## src/rtl/wsc_pkg.sv

```systemverilog
package wsc_pkg;

    localparam int OP_W = 7;

    localparam logic [OP_W-1:0] OPC_WREN  = 7'b0110000;
    localparam logic [OP_W-1:0] OPC_WRDI  = 7'b0100000;
    localparam logic [OP_W-1:0] OPC_READ  = 7'b1010000;
    localparam logic [OP_W-1:0] OPC_WRITE = 7'b1100000;

    typedef enum logic [2:0] {
        CMD_NONE,
        CMD_WREN,
        CMD_WRDI,
        CMD_READ,
        CMD_WRITE
    } cmd_e;

    typedef enum logic [2:0] {
        FS_IDLE,
        FS_HDR,
        FS_RDAT,
        FS_WDAT,
        FS_DONE
    } frame_st_e;

    typedef struct packed {
        logic wel_set;
        logic wel_clr;
        logic wr;
    } reg_req_t;

    function automatic cmd_e op_decode(input logic [OP_W-1:0] op);
        cmd_e c;
        case (op)
            OPC_WREN:  c = CMD_WREN;
            OPC_WRDI:  c = CMD_WRDI;
            OPC_READ:  c = CMD_READ;
            OPC_WRITE: c = CMD_WRITE;
            default:   c = CMD_NONE;
        endcase
        return c;
    endfunction

endpackage

```

## src/rtl/wsc_in_stage.sv

```systemverilog
module wsc_in_stage (
    input  logic clk,
    input  logic rst,
    input  logic cs,
    input  logic sclk,
    input  logic din,
    output logic cs_q,
    output logic din_q,
    output logic rise,
    output logic fall
);
    logic [1:0] sclk_sh;

    always_ff @(posedge clk) begin
        if (rst) begin
            sclk_sh <= '0;
            cs_q    <= 1'b0;
            din_q   <= 1'b0;
        end else begin
            sclk_sh <= {sclk_sh[0], sclk};
            cs_q    <= cs;
            din_q   <= din;
        end
    end

    assign rise = sclk_sh[0] & ~sclk_sh[1];
    assign fall = ~sclk_sh[0] & sclk_sh[1];

endmodule

```

## src/rtl/wsc_frame.sv

```systemverilog
module wsc_frame
    import wsc_pkg::*;
#(
    parameter int WIPER_W = 7,
    parameter int ADDR_W  = 8
) (
    input  logic               clk,
    input  logic               rst,
    input  logic               cs,
    input  logic               din,
    input  logic               rise,
    input  logic               fall,
    input  logic [WIPER_W-1:0] wiper,
    output reg_req_t           req,
    output logic [WIPER_W-1:0] wdata,
    output logic               dout,
    output logic               oe
);
    localparam int HDR_BITS = OP_W + ADDR_W;
    localparam int CNT_MAX  = (HDR_BITS > WIPER_W) ? HDR_BITS : WIPER_W;
    localparam int CNT_W    = $clog2(CNT_MAX + 1);
    localparam logic [CNT_W-1:0] HDR_LAST = CNT_W'(HDR_BITS - 1);
    localparam logic [CNT_W-1:0] OP_CNT   = CNT_W'(OP_W);
    localparam logic [CNT_W-1:0] WP_CNT   = CNT_W'(WIPER_W);
    localparam logic [CNT_W-1:0] WP_LAST  = CNT_W'(WIPER_W - 1);

    frame_st_e          st;
    logic [CNT_W-1:0]   cnt;
    logic [OP_W-1:0]    op;
    logic [WIPER_W-1:0] rsh;
    logic [WIPER_W-1:0] wsh;

    always_ff @(posedge clk) begin
        if (rst || !cs) begin
            st   <= FS_IDLE;
            cnt  <= '0;
            op   <= '0;
            rsh  <= '0;
            oe   <= 1'b0;
            dout <= 1'b0;
            req  <= '0;
            if (rst) wsh <= '0;
        end else begin
            req <= '0;
            case (st)
                FS_IDLE: begin
                    if (rise && din) begin
                        st  <= FS_HDR;
                        cnt <= '0;
                    end
                end
                FS_HDR: begin
                    if (rise) begin
                        if (cnt < OP_CNT) op <= {op[OP_W-2:0], din};
                        cnt <= cnt + 1'b1;
                        if (cnt == HDR_LAST) begin
                            cnt <= '0;
                            case (op_decode(op))
                                CMD_WREN:  begin req.wel_set <= 1'b1; st <= FS_DONE; end
                                CMD_WRDI:  begin req.wel_clr <= 1'b1; st <= FS_DONE; end
                                CMD_READ:  begin rsh <= wiper; st <= FS_RDAT; end
                                CMD_WRITE: st <= FS_WDAT;
                                default:   st <= FS_DONE;
                            endcase
                        end
                    end
                end
                FS_RDAT: begin
                    if (fall) begin
                        if (cnt < WP_CNT) begin
                            oe   <= 1'b1;
                            dout <= rsh[0];
                            rsh  <= {1'b0, rsh[WIPER_W-1:1]};
                            cnt  <= cnt + 1'b1;
                        end else begin
                            oe   <= 1'b0;
                            dout <= 1'b0;
                            st   <= FS_DONE;
                        end
                    end
                end
                FS_WDAT: begin
                    if (rise) begin
                        wsh <= {din, wsh[WIPER_W-1:1]};
                        cnt <= cnt + 1'b1;
                        if (cnt == WP_LAST) begin
                            req.wr <= 1'b1;
                            st     <= FS_DONE;
                        end
                    end
                end
                default: ;
            endcase
        end
    end

    assign wdata = wsh;

    AST_OE_WINDOW: assert property (@(posedge clk) disable iff (rst)
        oe |-> (st == FS_RDAT) && (cnt != '0));

    AST_OUT_ON_FALL: assert property (@(posedge clk) disable iff (rst)
        !$stable({oe, dout}) |-> ($past(fall) || !$past(cs)));

    AST_CS_RELEASE: assert property (@(posedge clk) disable iff (rst)
        !cs |=> !oe);

    AST_ONE_REQ: assert property (@(posedge clk) disable iff (rst)
        $onehot0(req));

endmodule

```

## src/rtl/wsc_regs.sv

```systemverilog
module wsc_regs
    import wsc_pkg::*;
#(
    parameter int WIPER_W = 7
) (
    input  logic               clk,
    input  logic               rst,
    input  reg_req_t           req,
    input  logic [WIPER_W-1:0] wdata,
    output logic               wel,
    output logic [WIPER_W-1:0] wiper
);
    logic rst_q;

    always_ff @(posedge clk) begin
        rst_q <= rst;
        if (rst) begin
            wel   <= 1'b0;
            wiper <= '0;
        end else begin
            if (req.wel_clr)      wel <= 1'b0;
            else if (req.wel_set) wel <= 1'b1;
            if (req.wr && wel) wiper <= wdata;
        end
    end

    always_ff @(posedge clk) begin
        if (rst_q && !rst)
            AST_RST_CLEAR: assert (!wel && wiper == '0);
    end

    AST_WR_GATED: assert property (@(posedge clk) disable iff (rst)
        !$stable(wiper) |-> $past(wel));

    AST_WEL_HOLD: assert property (@(posedge clk) disable iff (rst)
        $past(wel) && !$past(req.wel_clr) |-> wel);

endmodule

```

## src/rtl/wiper_serial_ctrl.sv

```systemverilog
module wiper_serial_ctrl
    import wsc_pkg::*;
#(
    parameter int WIPER_W = 7,
    parameter int ADDR_W  = 8
) (
    input  logic               clk,
    input  logic               rst,
    input  logic               cs,
    input  logic               sclk,
    input  logic               dio_in,
    output logic               dio_out,
    output logic               dio_oe,
    output logic [WIPER_W-1:0] wiper_pos
);
    logic               cs_q, din_q, rise, fall, wel;
    reg_req_t           req;
    logic [WIPER_W-1:0] wdata;

    wsc_in_stage u_in (
        .clk(clk), .rst(rst), .cs(cs), .sclk(sclk), .din(dio_in),
        .cs_q(cs_q), .din_q(din_q), .rise(rise), .fall(fall)
    );

    wsc_frame #(.WIPER_W(WIPER_W), .ADDR_W(ADDR_W)) u_frame (
        .clk(clk), .rst(rst), .cs(cs_q), .din(din_q), .rise(rise), .fall(fall),
        .wiper(wiper_pos), .req(req), .wdata(wdata), .dout(dio_out), .oe(dio_oe)
    );

    wsc_regs #(.WIPER_W(WIPER_W)) u_regs (
        .clk(clk), .rst(rst), .req(req), .wdata(wdata),
        .wel(wel), .wiper(wiper_pos)
    );

    AST_WEL_NOT_OUT: assert property (@(posedge clk) disable iff (rst)
        $rose(wel) |-> !dio_oe);

endmodule

```

## config.mk

```make
export PLATFORM = sky130hd
export DESIGN_NAME = wiper_serial_ctrl
export DESIGN_NICKNAME = d
export VERILOG_FILES = /design/src/rtl/wsc_pkg.sv /design/src/rtl/wsc_in_stage.sv /design/src/rtl/wsc_frame.sv /design/src/rtl/wsc_regs.sv /design/src/rtl/wiper_serial_ctrl.sv
export SDC_FILE = /design/constraint.sdc
export NUM_CORES = 1
export LEC_CHECK = 0
export BUFFER_PORTS_ARGS = -buffer_cell sky130_fd_sc_hd__buf_2
export CAP_MARGIN = 20
export CORE_MARGIN = 4
export CORE_UTILIZATION = 45
export DETAILED_ROUTE_END_ITERATION = 10
export PLACE_DENSITY_LB_ADDON = 0.2
export SYNTH_ARGS = -nofsm -noshare
export SYNTH_HDL_FRONTEND = slang
export SYNTH_SLANG_ARGS = --single-unit
```

## constraint.sdc

```tcl
create_clock -name clk -period 5.2 [get_ports clk]
set_clock_uncertainty 0.05 [all_clocks]
set_input_delay 0 -clock clk [delete_from_list [all_inputs] [get_ports clk]]
set_output_delay 0 -clock clk [all_outputs]
set_load 0.02 [all_outputs]
```

==> results_dict.tcl, run 1 <==
set metrics [dict create \
    drv_slew 0 \
    drive_gt1_frac 0.145 \
    fin_cells 273 \
    hold_viol 0 \
    synth_cells 205 \
    seqCellArea_um2 971 \
    gp_congestion 0.856 \
    synth_top_area_share 0.377 \
    utilization 0.512 \
    root_buffer "clkbuf_8" \
    synth_top_family_by_area "simple AND/OR/NAND/NOR gates" \
    worstPathCellList "or3b_1 > nand4b_2 > o31ai_4 > nor2_1 > a211oi_2" \
    detail-route-antenna-nets 0 \
    critPathKind "reg -> reg" \
    io-pin-count 14 \
    rsz0062_at_grt "no" \
    clk_path_buf_depth 2 \
    finalCritPeriodShare 0.410 \
    dp.cells 259 \
    arrival_ns 2.29 \
    antenna_found_initial 0 \
    p_total_mw 0.594 \
    cts_tree "done" \
    power.leakage_nw 0.838 \
    post_drt_wl_per_cell_um 14.8 \
    insertion_delay_ns 0.30 \
    synthMostInstantiatedCell "dfxtp_1" \
    n_fill_cell 404 \
    htree_levels 2 \
    fp.dieW_um 75.0 \
    multiInputGateArea_um2 963 \
    synthTopCellsByArea "dfxtp_1, edfxtp_1, mux2i_1, a21oi_1, nand2_1" \
    worst_slew_margin_rel 0.345 \
    grt.overflow.total 0 \
    ys_ff_latch 45 \
    ctsResizeCount 0 \
    netlist_area_mm2 0.00202 \
    switching_power_mw 0.134 \
    avgSynthCellArea_um2 9.84 \
    maxCapViolations 0 \
    cp_max_fo 14 \
    ctsHoldBuffers 6 \
    grt_pass1_wl_um 6620 \
    yosysWarnings 0 \
    initial_core_util 0.463 \
    synth_fa_ha_area_frac 0.0124 \
    cp_slowest_cell "dfxtp_1" \
    fin_crit_ns 2.13 \
    numPortBuffers 13 \
    ys_dominant_reg_cell "dfxtp_1" \
    finalSetupViolCount 0 \
    fmax_mhz 470 \
    synth_edf_count 7 \
    pwr-share-comb 0.031 \
    synth_top_area_cell "dfxtp_1" \
    syn_to_final_growth_pct 10.5 \
    core_mm2 0.00435 \
    synth_fp_nets 212 \
    nNetsFinal 227 \
    grt_use_total 0.156 \
    ys_types 48 \
    num_vias 1557 \
    dr.pass1.iters 4 \
    p_int_mw 0.460 \
    muxShareOfSynthArea 0.0596 \
    cts.sinks 45 \
    grt_max_degree 22 \
    p_seq_frac 0.606 \
    finalSetupTns_ns 0 \
    max_slew.worst_pin.slew_ns 0.980 \
    drc_errors 0 \
    avgViaCountPerCell 5.70 \
    post-cts-setup-buffers 0 \
    synth_common_cells "dfxtp_1, a21oi_1, nand2_1, nor2_1, mux2i_1" \
    row_count 24 \
    ir_drop_mv 0.0996 \
    antenna_cells 0 \
    synth_compound_area_frac 0.152 \
    grt_pass1_vias 1452 \
    clkTransAtPathRegs_ns 0.09 \
    die_height_um 75.0 \
    drt_iter0_drc 123 \
    synth_simple_gate_area_frac 0.249 \
    p_sw_frac 0.225 \
    hold_ws_ns 0.343 \
    routed_wl_um 4050 \
    fp.dieArea_mm2 0.00562 \
    cp-end-kind "register" \
    critPathLaunchType "register" \
    yosysSeqAreaShare 0.481 \
    async_reset_ff_frac 0 \
    numCtsBuffers 5 \
    synth_xor_area_frac 0.00434 \
    hpwl_um 2890 \
    worstPathRequired_ns 5.36 \
    p_clk_frac 0.364 \
    status "completed" \
    hold_path_class "reg -> reg" \
    slowest_delay_ns 0.54 \
    cellPowerDensity_mw_per_mm2 266 \
]
## worst paths after layout
path,start,to,slack [ns],depth (start not counted)
hold / removal,u_frame.req[1],u_regs.wel,0.34,1
setup / recovery,u_frame.st[2],u_frame.rsh[1],3.07,5
setup reg to reg,u_frame.st[2],u_frame.rsh[1],3.07,5
hold reg to reg,u_frame.req[1],u_regs.wel,0.34,1
## worst max-delay path: cells and delay by family, from the launching register on
family	cells	cell delay, ns
and+or+nand+nor	3	0.73
AOI/OAI and AO/OA	2	0.72
DFF	1	0.54
## power by group through the flow
stage | Sequential, mW | Combinational, mW | Clock, mW
final | 0.360 | 0.0181 | 0.216
after global routing | 0.360 | 0.0200 | 0.235
after CTS | 0.360 | 0.0180 | 0.222
after detailed placement | 0.368 | 0.0146 | 0
after global placement | 0.368 | 0.0139 | 0
after floorplan | 0.367 | 0.0107 | 0
## cell families (layout without fill, tap and decap cells)
logic type               after synthesis  after routing
AND/OR/NAND/NOR                       88             88
AO/OA/AOI/OAI                         42             42
XOR/XNOR                               1              1
buffers and inverters                 15             31
flip-flops                            45             45
multiplexers                          12             12
adder cells (fa/ha/maj)                2              2
## metrics by stage
stage          setup WS [ns]  area (um2)
3_3_place_gp            3.15        2080
6_report                3.07        2230
5_1_grt                 2.86        2230
3_5_place_dp            3.11        2080
2_1_floorplan           3.46        2020
4_1_cts                 3.06        2230
## cells in the final DEF (no fill, tap or decap), types with 5 or more instances in the layout
master          n
clkbuf_8        5
buf_2          13
edfxtp_1        7
nand2_1        16
dlygate4sd3_1   6
nor2_1         16
nor2b_1         9
a211oi_1        6
mux2i_1        12
nor3_1          6
and2_1          7
nand3_1        11
a21oi_1        16
dfxtp_1        38
## state kept, by name, summed over array words and instances, names as in the netlist, 2 cells and up
| name | count |
|---|---|
| u_frame.req | 3 |
| u_frame.wdata | 7 |
| u_frame.rsh | 7 |
| u_in.sclk_sh | 2 |
| u_frame.cnt | 4 |
| u_regs.wiper | 7 |
| u_frame.st | 3 |
| u_frame.op | 7 |
## cell type report
cell class / count / share of cell area
Inverter: 4 / 0.00673
Clock buffer: 5 / 0.0309
Clock inverter: 3 / 0.00954
Multi-Input combinational cell: 145 / 0.432
Tap cell: 52 / 0.0292
Timing Repair Buffer: 19 / 0.0561
Sequential cell: 45 / 0.435
## metal layers
metal,vias to the layer above,share of wire,GRT usage
li1,768,-,-
met1,742,0.44,0.180
met2,40,0.49,0.273
met3,7,0.051,0.0414
met4,0,0.015,0.0613
met5,-,0,0
Note: power is estimated with default switching activity, not from simulation.
==> inputs of run 2 (changes only) <==
- clock period: 5.2 -> 1.9 ns (I/O delays scaled with it)
==> run 2 against run 1 <==
Power grew to 2.7 times the previous value. Core utilization grew 3.3 points. Hold slack better by 0.0057 ns. Global-route usage up 0.69 points. First-iteration DRC count is 36% lower. Combinational power rose to 3.2 times the previous value. Critical path type unchanged. Largest cell class is now multi-input combinational cells. Largest power group unchanged. Highest routed layer unchanged.
==> results_dict.tcl, run 2 (same netlist as run 1, synthesis figures left out) <==
set metrics [dict create \
    row_count 24 \
    dr.pass1.iters 4 \
    fp.dieW_um 75.0 \
    max_slew.worst_pin.slew_ns 0.310 \
    pwr-share-comb 0.036 \
    finalSetupTns_ns 0 \
    hold_ws_ns 0.348 \
    grt_max_degree 21 \
    utilization 0.545 \
    hold_path_class "reg -> reg" \
    initial_core_util 0.463 \
    gp_congestion 0.916 \
    setup_ws_ns 0.0787 \
    antenna_cells 0 \
    cp_max_fo 8 \
    fmax_mhz 549 \
    maxCapViolations 0 \
    io-pin-count 14 \
    cts.sinks 45 \
    htree_levels 2 \
    nNetsFinal 239 \
    p_total_mw 1.60 \
    hold_depth 1 \
    worstPathRequired_ns 2.04 \
    slowest_delay_ns 0.40 \
    drt_iter0_drc 79 \
    clkTransAtPathRegs_ns 0.08 \
    finalCritPeriodShare 0.959 \
    cellPowerDensity_mw_per_mm2 675 \
    ff2ff_setup_slack_ns 0.08 \
    post_drt_wl_per_cell_um 14.8 \
    grt_use_total 0.163 \
    critPathLaunchType "register" \
    drive_gt1_frac 0.223 \
    timing.rr.start "u_in.sclk_sh[1]" \
    insertion_delay_ns 0.29 \
    critPathKind "reg -> reg" \
    place_ws_ns -0.00502 \
    cts_tree "done" \
    final_cell_mix "dfxtp_1, nand2_1, nor2_1, a21oi_1, buf_2" \
    clk_path_buf_depth 2 \
    core_mm2 0.00435 \
    syn_to_final_growth_pct 17.7 \
    cp_slowest_cell "or3_1" \
    p_int_mw 1.26 \
    avgViaCountPerCell 5.60 \
    rsz0062_at_grt "no" \
    routed_wl_um 4220 \
    fin_crit_ns 1.82 \
    grt.overflow.total 0 \
    root_buffer "clkbuf_8" \
    hold_path_startpoint "u_frame.req[1]" \
    finalSetupViolCount 0 \
    grt_pass1_vias 1501 \
    p_seq_frac 0.614 \
    power.leakage_nw 0.912 \
    worst_hold_path.endpoint "u_regs.wel" \
    r2r_cells 5 \
    drc_errors 0 \
    worst_slew_margin_rel 0.793 \
    num_vias 1597 \
    worstPathCellList "and2b_2 > o21ai_1 > a21o_1 > or3_1 > a32o_1" \
    numCtsBuffers 5 \
    arrival_ns 1.96 \
    path_depth 5 \
    numPortBuffers 13 \
    p_clk_frac 0.350 \
    ir_drop_mv 0.396 \
    die_height_um 75.0 \
    detail-route-antenna-nets 0 \
    final_common_cell "dfxtp_1" \
    fp.dieArea_mm2 0.00562 \
    p_sw_frac 0.215 \
    path_buf_inv 0 \
    rr_endpoint "u_frame.cnt[3]" \
    grt_pass1_wl_um 6880 \
    status "completed" \
    hold_viol 0 \
    drv_slew 0 \
    cp-end-kind "register" \
    switching_power_mw 0.345 \
    antenna_found_initial 0 \
    cp_top_family "simple AND/OR/NAND/NOR gates" \
    hpwl_um 3060 \
]
-- run 2: timing repair --
item / in CTS / in global routing
hold buffers: 7 / 0
hold endpoints to repair: 8 / 0
resized for setup: 3 / 9
pin swaps: 0 / 3
setup buffers: 0 / 2
setup endpoints to repair: 1 / 12
-- run 2: through the flow --
step           instances  area (um2)
2_1_floorplan        205        2020
3_3_place_gp         268        2160
3_5_place_dp         268        2160
4_1_cts              283        2320
5_1_grt              285        2370
6_report             285        2370
-- run 2: final cells by class --
class	count	area, um2
fillers	400	1980
well taps	52	65.1
clock inverters	3	17.5
flip-flops and latches	45	975
inverters	4	15.0
clock buffers	5	68.8
multi-input cells	145	1000
repair buffers	31	230
-- run 2: worst max-delay path by stage --
stage	endpoint	start	slack (ns)
final	u_frame.cnt[3]	u_in.sclk_sh[1]	0.08
after global routing	u_frame.cnt[3]	u_frame.st[0]	0.002
after CTS	u_frame.cnt[3]	u_frame.cnt[0]	0.03
after detailed placement	u_frame.cnt[3]	u_frame.st[0]	-0.005
after global placement	u_frame.cnt[3]	u_frame.st[0]	0.07
after floorplan	u_frame.cnt[3]	u_frame.cnt[0]	0.16
-- run 2: per-layer routing --
layer / part of all wire / vias to the layer above / GRT usage
met2: 0.50 / 28 / 0.282
met4: 0.017 / 0 / 0.0711
met5: 0 / - / 0
met3: 0.036 / 7 / 0.0280
li1: - / 796 / -
met1: 0.45 / 766 / 0.197
-- run 2: power by group through the flow --
stage               Clock, mW  Combinational [mW]  Sequential (mW)
finish                  0.561              0.0575            0.984
global route            0.633              0.0632            0.986
CTS                     0.587              0.0546            0.984
detailed placement          0              0.0435             1.01
global placement            0              0.0418             1.01
floorplan                   0              0.0292             1.00
==> inputs of run 3 (changes only) <==
- CELL_PAD_IN_SITES_DETAIL_PLACEMENT: unset -> 1
- CELL_PAD_IN_SITES_GLOBAL_PLACEMENT: unset -> 2
- CORE_ASPECT_RATIO: unset -> 0.5
- CORE_UTILIZATION: 45 -> 34
==> run 3 against run 2 <==
Wire length increased by 12%. Critical path type unchanged. Non-clock buffer count unchanged. Sequential power about the same. Maximum frequency increased by 0.57%.
==> results_dict.tcl, run 3 (same netlist as run 1, synthesis figures left out) <==
set metrics [dict create \
    status "completed" \
    hold_ws_ns 0.0158 \
    drt_iter0_drc 89 \
    num_vias 1578 \
    fin_crit_ns 1.81 \
    grt_use_total 0.138 \
    hold_path_class "in -> reg" \
    htree_levels 2 \
    grt_max_degree 21 \
    critPathKind "reg -> reg" \
    row_count 19 \
    dp.cells 294 \
    clk_path_buf_depth 2 \
    drc_errors 0 \
    stdcell_area_mm2 0.00246 \
    finalSetupTns_ns 0 \
    setup_ws_ns 0.0891 \
    numCtsBuffers 5 \
    critPathLaunchType "register" \
    place_ws_ns -0.0685 \
    fp.dieW_um 117 \
    io-pin-count 14 \
    utilization 0.438 \
    grt_pass1_wl_um 7890 \
    hpwl_um 3430 \
    initial_core_util 0.360 \
    final_cell_mix "dfxtp_1, nand2_1, nor2_1, a21oi_1, buf_4" \
    p_int_mw 1.49 \
    antenna_cells 0 \
    p_total_mw 1.91 \
    cp_max_fo 5 \
    drv_slew 0 \
    gp_congestion 0.830 \
    cts_tree "done" \
    dr.pass1.iters 4 \
    drive_gt1_frac 0.236 \
    placedInstanceArea_mm2 0.00222 \
    grt_pass1_vias 1588 \
    cp-end-kind "register" \
    antenna_found_initial 0 \
    fmax_mhz 552 \
    fp.dieArea_mm2 0.00730 \
    worstPathRequired_ns 2.03 \
    switching_power_mw 0.421 \
    nNetsFinal 239 \
    detail-route-antenna-nets 0 \
    ir_drop_mv 0.317 \
    grt.overflow.total 0 \
    p_seq_frac 0.514 \
    p_sw_frac 0.221 \
    worst_slew_margin_rel 0.758 \
    arrival_ns 1.94 \
    cellPowerDensity_mw_per_mm2 778 \
    p_clk_frac 0.457 \
    numPortBuffers 13 \
    pwr-share-comb 0.029 \
    avgViaCountPerCell 5.16 \
    clkTransAtPathRegs_ns 0.07 \
    max_slew.worst_pin.slew_ns 0.363 \
    die_height_um 62.5 \
    finalSetupViolCount 0 \
    hold_viol 0 \
    final_common_cell "dfxtp_1" \
    post_drt_wl_per_cell_um 15.4 \
    insertion_delay_ns 0.29 \
    worstPathCellList "inv_1 > ha_1 > nand2_1 > o221ai_4 > nor2b_1 > or3_1 > a32o_1" \
    power.leakage_nw 0.934 \
    cp_slowest_cell "dfxtp_1" \
    syn_to_final_growth_pct 21.8 \
    core_mm2 0.00561 \
    maxCapViolations 0 \
    slowest_delay_ns 0.35 \
    routed_wl_um 4720 \
    cts.sinks 45 \
    fin_cells 306 \
    finalCritPeriodShare 0.953 \
    root_buffer "clkbuf_16" \
]
## run 3: changes by cell type in the layout (fill, tap and decap cells not counted), moves of 2 or more
cell           change
clkbuf_16          +5
dfxtp_2            -2
clkbuf_8           -5
dlygate4sd3_1      -4
buf_4              +4
a21oi_2            -2
## run 3: routing by layer
metal	routed length (um)	global-route usage
met2	2150	0.215
met1	2400	0.187
met3	112	0.0319
met4	53	0.0458
met5	0	0
## run 3: worst paths after layout
check                       from         endpoint  slack (ns)  cells past startpoint
setup / recovery  u_frame.cnt[0]   u_frame.cnt[3]        0.09                      7
hold / removal               rst  u_in.sclk_sh[1]        0.02                      2
setup reg to reg  u_frame.cnt[0]   u_frame.cnt[3]        0.09                      7
hold reg to reg   u_frame.req[1]       u_regs.wel        0.36                      1
## run 3: layout make-up
cell class	instances	area, um2
Fill cell	637	3150
Timing Repair Buffer	31	220
Clock buffer	5	125
Inverter	4	15.0
Sequential cell	45	976
Multi-Input combinational cell	145	1010
Tap cell	73	91.3
Clock inverter	3	21.3
## run 3: critical path, delay by kind of cell, from the launching register on
kind                       cells  cell delay [ns]
AOI/OAI and AO/OA              2             0.51
adders and majority gates      1             0.21
buffers and inverters          1             0.07
DFF                            1             0.35
and+or+nand+nor                3             0.52
## run 3: power by group through the flow
stage / Clock, mW / Sequential [mW] / Combinational [mW]
floorplan: 0 / 1.00 / 0.0292
global placement: 0 / 1.01 / 0.0493
detailed placement: 0 / 1.01 / 0.0501
CTS: 0.902 / 0.984 / 0.0550
global route: 0.933 / 0.983 / 0.0619
finish: 0.873 / 0.983 / 0.0556
## run 3: repair_timing
action / 4_1_cts / 5_1_grt
cloned: 0 / 0
endpoints found under the setup margin: 5 / 6
hold buffers: 3 / 0
buffers inserted: 0 / 1
hold endpoints to repair: 3 / 0
gates resized for setup: 3 / 8
pin swaps: 0 / 1
